File: src/rtl/pll_window_pkg.sv
package pll_window_pkg;

   localparam int BANK_ADDR_W = 6;
   localparam int LANES       = 4;

   // Divide ratio for a 3-bit post-divide index; the upper half holds
   // the non-power-of-two ratios.
   function automatic logic [3:0] ratio_of(input logic [2:0] idx);
      logic [3:0] r;
      case (idx)
         3'd0:    r = 4'd1;
         3'd1:    r = 4'd2;
         3'd2:    r = 4'd4;
         3'd3:    r = 4'd8;
         3'd4:    r = 4'd3;
         3'd5:    r = 4'd5;
         3'd6:    r = 4'd6;
         default: r = 4'd12;
      endcase
      return r;
   endfunction

endpackage

File: src/rtl/pllw_ctrl_reg.sv
module pllw_ctrl_reg
   import pll_window_pkg::*;
(
   input  logic                   clk,
   input  logic                   rst_n,
   input  logic                   wr_en,
   input  logic [LANES-1:0]       be,
   input  logic [8*LANES-1:0]     wdata,
   output logic [8*LANES-1:0]     ctrl_q,
   output logic                   pll_we,
   output logic [BANK_ADDR_W-1:0] pll_addr,
   output logic                   wr_flag
);

   localparam logic [LANES-1:0] WINDOW_ONLY = 4'b0100;

   for (genvar g = 0; g < LANES; g++) begin : g_lane
      always_ff @(posedge clk) begin
         if (!rst_n)
            ctrl_q[8*g +: 8] <= 8'h00;
         else if (wr_en && be[g])
            ctrl_q[8*g +: 8] <= wdata[8*g +: 8];
      end
   end

   assign pll_addr = ctrl_q[15:10];
   assign wr_flag  = ctrl_q[9];
   assign pll_we   = wr_en && (be == WINDOW_ONLY) && wr_flag;

   // a disabled lane keeps its byte
   assert_lane_hold_R2: assert property (@(posedge clk) disable iff (!rst_n)
      (wr_en && !be[0]) |=> $stable(ctrl_q[7:0]));

   assert_lane_load_R2: assert property (@(posedge clk) disable iff (!rst_n)
      (wr_en && be[2]) |=> (ctrl_q[23:16] == $past(wdata[23:16])));

endmodule

File: src/rtl/pllw_bank.sv
module pllw_bank
   import pll_window_pkg::*;
#(
   parameter int NUM_REGS = 64
)(
   input  logic                   clk,
   input  logic                   rst_n,
   input  logic                   we,
   input  logic [BANK_ADDR_W-1:0] waddr,
   input  logic [7:0]             wdata,
   input  logic [BANK_ADDR_W-1:0] raddr,
   output logic [7:0]             rdata,
   output logic [8*NUM_REGS-1:0]  regs_flat
);

   if (NUM_REGS < 1 || NUM_REGS > (1 << BANK_ADDR_W)) begin : g_bad_depth
      $error("pllw_bank: NUM_REGS out of range");
   end

   for (genvar k = 0; k < NUM_REGS; k++) begin : g_reg
      always_ff @(posedge clk) begin
         if (!rst_n)
            regs_flat[8*k +: 8] <= 8'h00;
         else if (we && (int'(waddr) == k))
            regs_flat[8*k +: 8] <= wdata;
      end
   end

   always_comb begin
      if (int'(raddr) < NUM_REGS)
         rdata = regs_flat[8*int'(raddr) +: 8];
      else
         rdata = 8'h00;
   end

   // a permitted store lands in the addressed register
   assert_bank_store_R3: assert property (@(posedge clk) disable iff (!rst_n)
      (we && int'(waddr) < NUM_REGS) |=> (regs_flat[8*int'($past(waddr)) +: 8] == $past(wdata)));

endmodule

File: src/rtl/pllw_clk_decode.sv
module pllw_clk_decode
   import pll_window_pkg::*;
#(
   parameter int NUM_REGS   = 64,
   parameter int VCLK_ADDR  = 5,
   parameter int POST_ADDR  = 6,
   parameter int FB_BASE    = 7,
   parameter int EXT_ADDR   = 11,
   parameter bit EXT_IDX_EN = 1'b1
)(
   input  logic                  clk,
   input  logic                  rst_n,
   input  logic [1:0]            sel,
   input  logic [8*NUM_REGS-1:0] regs_flat,
   output logic [7:0]            fb_div,
   output logic [3:0]            post_ratio,
   output logic                  vclk_from_pll
);

   localparam int FB_LAST = FB_BASE + 3;

   if (FB_LAST >= NUM_REGS || VCLK_ADDR >= NUM_REGS ||
       POST_ADDR >= NUM_REGS || EXT_ADDR >= NUM_REGS) begin : g_bad_map
      $error("pllw_clk_decode: register map exceeds bank depth");
   end

   logic [2:0] post_idx;
   logic       ext_bit;

   assign fb_div = regs_flat[8*(FB_BASE + int'(sel)) +: 8];

   if (EXT_IDX_EN) begin : g_ext_idx
      assign ext_bit = regs_flat[8*EXT_ADDR + 4 + int'(sel)];
   end else begin : g_no_ext_idx
      assign ext_bit = 1'b0;
   end

   assign post_idx      = {ext_bit, regs_flat[8*POST_ADDR + 2*int'(sel) +: 2]};
   assign post_ratio    = ratio_of(post_idx);
   assign vclk_from_pll = (regs_flat[8*VCLK_ADDR +: 2] == 2'b11);

   // only the eight legal ratios ever appear
   assert_ratio_legal_R8: assert property (@(posedge clk) disable iff (!rst_n)
      post_ratio inside {4'd1, 4'd2, 4'd3, 4'd4, 4'd5, 4'd6, 4'd8, 4'd12});

endmodule

File: src/rtl/pll_window_port.sv
module pll_window_port
   import pll_window_pkg::*;
#(
   parameter int NUM_REGS   = 64,
   parameter int VCLK_ADDR  = 5,
   parameter int POST_ADDR  = 6,
   parameter int FB_BASE    = 7,
   parameter int EXT_ADDR   = 11,
   parameter bit EXT_IDX_EN = 1'b1
)(
   input  logic        clk,
   input  logic        rst_n,
   input  logic        bus_wr,
   input  logic        bus_rd,
   input  logic [3:0]  bus_be,
   input  logic [31:0] bus_wdata,
   output logic [31:0] bus_rdata,
   output logic [7:0]  fb_div,
   output logic [3:0]  post_ratio,
   output logic        vclk_from_pll
);

   localparam logic [3:0] WINDOW_ONLY = 4'b0100;

   logic [31:0]            ctrl_q;
   logic                   pll_we;
   logic [BANK_ADDR_W-1:0] pll_addr;
   logic                   wr_flag;
   logic [7:0]             pll_rd;
   logic [8*NUM_REGS-1:0]  regs_flat;
   logic                   window_read;

   pllw_ctrl_reg u_ctrl (
      .clk      (clk),
      .rst_n    (rst_n),
      .wr_en    (bus_wr),
      .be       (bus_be),
      .wdata    (bus_wdata),
      .ctrl_q   (ctrl_q),
      .pll_we   (pll_we),
      .pll_addr (pll_addr),
      .wr_flag  (wr_flag)
   );

   pllw_bank #(.NUM_REGS(NUM_REGS)) u_bank (
      .clk       (clk),
      .rst_n     (rst_n),
      .we        (pll_we),
      .waddr     (pll_addr),
      .wdata     (bus_wdata[23:16]),
      .raddr     (pll_addr),
      .rdata     (pll_rd),
      .regs_flat (regs_flat)
   );

   pllw_clk_decode #(
      .NUM_REGS   (NUM_REGS),
      .VCLK_ADDR  (VCLK_ADDR),
      .POST_ADDR  (POST_ADDR),
      .FB_BASE    (FB_BASE),
      .EXT_ADDR   (EXT_ADDR),
      .EXT_IDX_EN (EXT_IDX_EN)
   ) u_dec (
      .clk           (clk),
      .rst_n         (rst_n),
      .sel           (ctrl_q[1:0]),
      .regs_flat     (regs_flat),
      .fb_div        (fb_div),
      .post_ratio    (post_ratio),
      .vclk_from_pll (vclk_from_pll)
   );

   assign window_read = bus_rd && (bus_be == WINDOW_ONLY) && !wr_flag;

   always_comb begin
      bus_rdata = ctrl_q;
      if (window_read)
         bus_rdata[23:16] = pll_rd;
   end

   // any access other than a lone window byte leaves the bank alone
   assert_bank_guard_R5: assert property (@(posedge clk) disable iff (!rst_n)
      (bus_wr && bus_be != WINDOW_ONLY) |-> !pll_we);

   // a window read with the flag clear shows the bank byte
   assert_window_read_R4: assert property (@(posedge clk) disable iff (!rst_n)
      (bus_rd && bus_be == WINDOW_ONLY && !ctrl_q[9]) |-> (bus_rdata[23:16] == pll_rd));

   // a store to the selected divider shows on fb_div one cycle later
   assert_fb_follow_R10: assert property (@(posedge clk) disable iff (!rst_n)
      (pll_we && int'(pll_addr) == FB_BASE + int'(ctrl_q[1:0]))
         |=> (fb_div == $past(bus_wdata[23:16])));

endmodule

File: config.mk
export PLATFORM = sky130hd
export DESIGN_NAME = pll_window_port
export DESIGN_NICKNAME = d
export VERILOG_FILES = /design/src/rtl/pll_window_pkg.sv /design/src/rtl/pllw_ctrl_reg.sv /design/src/rtl/pllw_bank.sv /design/src/rtl/pllw_clk_decode.sv /design/src/rtl/pll_window_port.sv
export SDC_FILE = /design/constraint.sdc
export NUM_CORES = 1
export LEC_CHECK = 0
export ABC_AREA = 0
export CAP_MARGIN = 10
export CORE_MARGIN = 10
export CORE_UTILIZATION = 65
export CTS_BUF_LIST = sky130_fd_sc_hd__clkbuf_4 sky130_fd_sc_hd__clkbuf_8
export DETAILED_ROUTE_END_ITERATION = 8
export DONT_BUFFER_PORTS = 1
export PLACE_DENSITY = 0.9
export SETUP_SLACK_MARGIN = 0.4
export SYNTH_ARGS = -nofsm -noshare
export SYNTH_HDL_FRONTEND = slang
export SYNTH_SLANG_ARGS = --single-unit
File: constraint.sdc
create_clock -name clk -period 4.36 [get_ports clk]
set_clock_uncertainty 0.15 [all_clocks]
set_input_delay 1.09 -clock clk [delete_from_list [all_inputs] [get_ports clk]]
set_output_delay 1.09 -clock clk [all_outputs]
set_load 0.02 [all_outputs]
### Word-level counts from Yosys, hierarchy flattened

Cells that the tools add are included.

* word-level logic and storage cells: 226
* output and inout port bits: 45
* flip-flop bits (word level): 544
* input bits: 40

* add/subtract/negate cells: 3
* equal/unequal tests: 71
* mux-type cells: 5
* order comparisons: 1
* reductions and logical operators: 75
* shifts and indexed selects: 3

Operators with widths (number)
* $shiftx A512 B10 Y8: 1
* $shiftx A512 B32 Y2: 1
* $shiftx A512 B32 Y8: 1
* $eq A6 B6 Y1 const B: 32
* $eq A6 B5 Y1 const B: 16
* $logic_and A1 B1 Y1: 72
* $eq A6 B4 Y1 const B: 8
* $lt A32 B11 Y1 const B: 1
* $pmux W4 S7: 1
* $eq A6 B3 Y1 const B: 4
* $eq A6 B2 Y1 const B: 2
* $bmux W1 S9: 1
* $eq A3 B3 Y1 const B: 3
* $add A7 B2 Y8 const A: 1
* $mux W8: 1
* $add A6 B3 Y7 const A: 1
* $eq A3 B2 Y1 const B: 2
* $eq A6 B1 Y1 const B: 1
* $logic_not A6 Y1: 1
* $add A3 B2 Y4 const A: 1
* $eq A4 B3 Y1 const B: 1
* $eq A3 B1 Y1 const B: 1
* $logic_not A3 Y1: 1
* $eq A2 B2 Y1 const B: 1
* 2 further kinds: 3

### Longest topological paths before layout

* word-level depth: 6
* gate-level depth with buffers: 10
* mapped depth without buffers: 5

### By module

Synthesis repeated with hierarchy kept, for this count alone.

* cells, all modules: 2685
* area total of the unflattened synthesis: 26142.6 um^2

By module, submodules not included
* pllw_bank: cells an instance 2495, seq. area each 10249.8 um^2, area each 24327.1 um^2, instances 1
* pllw_ctrl_reg: cells an instance 160, seq. area each 640.6 um^2, area each 1337.5 um^2, instances 1
* pllw_clk_decode: cells an instance 20, seq. area each 0.0 um^2, area each 344.1 um^2, instances 1
* pll_window_port: cells an instance 10, seq. area each 0.0 um^2, area each 133.9 um^2, instances 1

### Worst setup path before layout

No wires, ideal clock.

* path type: input to output
* start: input bus_be[1]
* end: output bus_rdata[21]
* arrival time: 2773 ps
* buffers on the path: 3
* path slack: 347 ps
* required time: 3120 ps
* cell stages on the path: 7
* path through: buf_2 nor3_4 and4b_1 buf_1 dlygate4sd1_1 nand4_1 o32a_1

* word-level cells in the longest chain between the ends: 4

Ends and longest elaborated chain
* start: declaration: line pll_window_port.sv:15 `input logic [3:0] bus_be,`
* $eq A4 B3 Y1: line pll_window_port.sv:73 `assign window_read = bus_rd && (bus_be == WINDOW_ONLY) && !wr_flag;`
* $logic_and A1 B1 Y1 (2 in a row): line pll_window_port.sv:73
* $mux W8: line pll_window_port.sv:77 `if (window_read)`
* end: declaration: line pll_window_port.sv:17 `output logic [31:0] bus_rdata,`

Every way passes these cells.

### Worst setup path in the final report

* start: register u_ctrl.ctrl_q[11]
* end: output bus_rdata[21]

* word-level cells in the longest chain between the ends: 2

Ends and longest elaborated chain
* start: declaration: line pllw_ctrl_reg.sv:9 `output logic [8*LANES-1:0] ctrl_q,`
* start signal: indexed assignment: line pllw_ctrl_reg.sv:22 `ctrl_q[8*g +: 8] <= wdata[8*g +: 8];`
* $shiftx A512 B10 Y8: line pllw_bank.sv:31 `rdata = regs_flat[8*int'(raddr) +: 8];`
* $mux W8: line pll_window_port.sv:77

Every way passes these cells.

==> summary.md <==
| Metric | Value |
|---|---|
| Post-synth ARST share | `0%` |
| H-Tree Level Count | `3` |
| First-pass GRT wire length | `125000 µm` |
| Worst endpoint required time | `3120 ps` |
| Fin crit share | `101%` |
| Die Y | `220 µm` |
| CTS tree | `built` |
| PnR worst setup slack | `-52.4 ps` |
| DR iter-0 viols | `3967` |
| Sw power | `2.35 mW` |
| Seq/Total Area, Yosys | `41.8%` |
| Yosys reg bits | `544` |
| CP Cell Sequence | `buf_4, buf_12, mux4_2, mux4_2, o22ai_2, nor3_2, o32a_4` |
| Max_cap viols | `0` |
| YS warnings | `0` |
| Reg power frac | `49.8%` |
| Cell internal pwr | `7.73 mW` |
| Clock share of power | `46.1%` |
| Failing checks | `setup timing` |
| Mapped cell area | `26000 µm²` |
| CTS root buffer | `clkbuf_8` |
| FMAX | `0.227 GHz` |
| Combinational Power Share | `4.1%` |
| Tmin final | `4410 ps` |
| Reg2reg start | `u_ctrl.ctrl_q[11]` |
| Drt pass-1 iters | `8` |
| Netlist cell types | `45` |
| Vias | `23100` |
| RSZ-0062 raised after global routing | `true` |
| Avg WL per Cell | `24.5 µm` |
| Global router's overall resource usage | `32.4%` |
| Overflow after GRT | `0` |
| Reg2reg setup slack | `470 ps` |
| Outcome | `finished with violations` |
| DIE AREA | `48500 µm²` |
| Worst R2R End | `u_bank.regs_flat[278]` |
| Routed Antenna Nets | `0` |
| Std-Cell Rows | `73` |
| Via-to-Cell Ratio | `6.94` |
| Crit start category | `register` |
| Finish-stage setup viols | `5` |
| Worst-margin pin slew | `846 ps` |
| Cell mode on critical path | `mux4_2` |
| Share of cells above drive strength 1 | `13.3%` |
| Initial antenna violation count | `4` |
| Synth area leader | `dfxtp_1` |
| # nets final | `2776` |
| CP max FO | `13` |
| CP endpoint kind | `output pin` |
| Post-synth EDFFs | `0` |
| RePlAce Congestion | `0.909` |
| Syn_area_per_cell | `9.09 µm²` |
| Critical path class | `reg2out` |
| Hold Crit Depth | `2` |
| Top cells by area, synth | `dfxtp_1 (42%), a21boi_0 (13%), mux4_2 (8.2%)` |
| Slowest stage cell, crit path | `mux4_2` |
| Hold buffer count at cts | `0` |
| CTS clock-pin slew for the worst setup and hold paths | `80 ps` |
| IO Count | `85` |
| Final Max Tran Viols | `0` |
| Top FF cell, synth | `dfxtp_1` |
| Final Hold Fails | `0` |
| Hold endpoint | `u_ctrl.ctrl_q[20]` |
| Worst hold start | `u_ctrl.ctrl_q[20]` |
| Hold Path Class | `reg2reg` |
| Deepest clock path buffer count | `3` |
| Synthesized instance count | `2865` |
| DRC | `0` |
| Slew margin rel. | `43.5%` |
| Number of port buffers | `0` |
| Syn_nets | `2905` |
| Synth top area share | `41.8%` |
| Top cells by count, synth | `dfxtp_1 (544), nand2_1 (485), a21boi_0 (443)` |
| Vias in the first global route | `22700` |
| Final WL | `81500 µm` |
| Core footprint | `39600 µm²` |
| WP data arrival | `3170 ps` |
| Clk sinks | `544` |
| Post-DP HPWL | `45700 µm` |
| Synth-to-layout area growth | `7.99%` |
| R2R cell count | `9` |
| Die X-Extent | `220 µm` |
| Crit-path max cell delay | `550 ps` |
| Sw Ratio | `23.3%` |
| Initial core utilization | `65.7%` |
| Post-route setup TNS | `-149 ps` |
| PD cells | `358 nW/µm²` |
| Leakage | `9.33 nW` |
| Final hold slack | `331 ps` |
| Worst-Skew Late Latency | `670 ps` |
| CTS Buf Count | `85` |
| Largest net degree at the start of global routing | `545` |
| Most frequent cell after synthesis | `dfxtp_1` |
| Peak VDD IR | `0.216 mV` |
[power groups by stage]
| stage | registers (mW) | logic, mW | clock network [mW] |
|---|---|---|---|
| 3_5_place_dp | 5.13 | 0.340 | 0 |
| 6_report | 5.01 | 0.414 | 4.65 |
| 5_1_grt | 5.01 | 0.420 | 4.85 |
| 2_1_floorplan | 5.10 | 0.425 | 0 |
| 4_1_cts | 5.01 | 0.393 | 4.60 |
| 3_3_place_gp | 5.13 | 0.335 | 0 |
[worst max-delay path: cells and delay by family, from the launching register on]
family,cells,cell delay (ps)
and+or+nand+nor,1,80
muxes,2,1100
buffers and inverters,2,290
DFF,1,390
AOI/OAI and AO/OA,2,640
[cell families (layout without fill, tap and decap cells)]
group	after synthesis	count (layout)	share of synthesized area, %
AO/OA/AOI/OAI	957	957	23.5
buffers and inverters	303	242	5.68
flip-flops	544	544	41.8
multiplexers	300	300	16.3
other	0	1	0
AND/OR/NAND/NOR	761	761	12.7
[per-layer routing]
layer	wire length [µm]	track usage [%]	vias to the layer above
met4	5700	22.4	5
met5	64	0	-
li1	-	-	9817
met3	10300	10.0	541
met2	36800	50.0	1843
met1	28700	38.2	10900
[cells in the final DEF, fill, tap and decap left out, types with 3 or more instances in the layout]
| cell type | synthesis | layout |
|---|---|---|
| a211oi_1 | 7 | 7 |
| a21boi_0 | 443 | 443 |
| a21boi_1 | 13 | 13 |
| a21oi_1 | 11 | 11 |
| a22oi_1 | 37 | 37 |
| and2_1 | 3 | 3 |
| and2b_1 | 3 | 3 |
| and3_1 | 3 | 3 |
| buf_12 | 0 | 10 |
| buf_16 | 0 | 4 |
| buf_4 | 33 | 60 |
| buf_6 | 16 | 9 |
| clkbuf_4 | 1 | 33 |
| clkbuf_8 | 2 | 103 |
| clkinv_2 | 0 | 9 |
| clkinvlp_4 | 0 | 7 |
| dfxtp_1 | 544 | 541 |
| dfxtp_4 | 0 | 3 |
| mux2_2 | 11 | 11 |
| mux2i_1 | 191 | 191 |
| mux4_1 | 3 | 3 |
| mux4_2 | 95 | 95 |
| nand2_1 | 485 | 485 |
| nand3_1 | 73 | 72 |
| nand4_1 | 10 | 10 |
| nor2_1 | 66 | 65 |
| nor2b_1 | 100 | 98 |
| nor3_1 | 9 | 6 |
| nor3_2 | 0 | 3 |
| o21ai_0 | 425 | 425 |
| o22ai_1 | 8 | 5 |
| o22ai_2 | 0 | 3 |
| o32a_2 | 0 | 3 |
| o32a_4 | 0 | 4 |
[cell type report]
cell class,instances,area [µm²]
inverter,2,7.51
tap,525,657
fill,2583,11500
multi-input combinational,2018,13800
timing repair buffer,85,927
sequential,544,10900
clock inverter,19,166
antenna,1,2.50
clock buffer,136,1670
[worst max path at each step]
stage,slack (ps),start,end
3_3_place_gp,310,u_ctrl.ctrl_q[11],bus_rdata[19]
3_5_place_dp,260,u_ctrl.ctrl_q[11],bus_rdata[19]
2_1_floorplan,420,bus_be[1],bus_rdata[21]
5_1_grt,-60,u_ctrl.ctrl_q[11],bus_rdata[21]
4_1_cts,60,u_ctrl.ctrl_q[11],bus_rdata[22]
6_report,-50,u_ctrl.ctrl_q[11],bus_rdata[21]
[per-stage QoR]
step / instance area (µm²) / setup WS [ps] / power (mW) / util (%) / cells
floorplan: 26000 / 425 / 5.53 / - / 2865
global placement: 25800 / 315 / 5.47 / 65.2 / 3153
detailed placement: 25800 / 263 / 5.47 / 65.2 / 3153
CTS: 28000 / 59.9 / 10.0 / 70.7 / 3329
global route: 28100 / -62.5 / 10.3 / 70.9 / 3330
finish: 28100 / -52.4 / 10.1 / 70.9 / 3330
[state kept, by name, summed over array words and instances, names as in the netlist]
register / flops
u_bank.regs_flat: 512
u_ctrl.ctrl_q: 32
[timing repair]
action,in CTS,in global routing
pin swaps,7,6
endpoints found under the setup margin,8,8
resized for setup,23,10
buffers inserted,18,0
gates cloned,3,0
No activity file was read; power rests on OpenSTA's default activity.
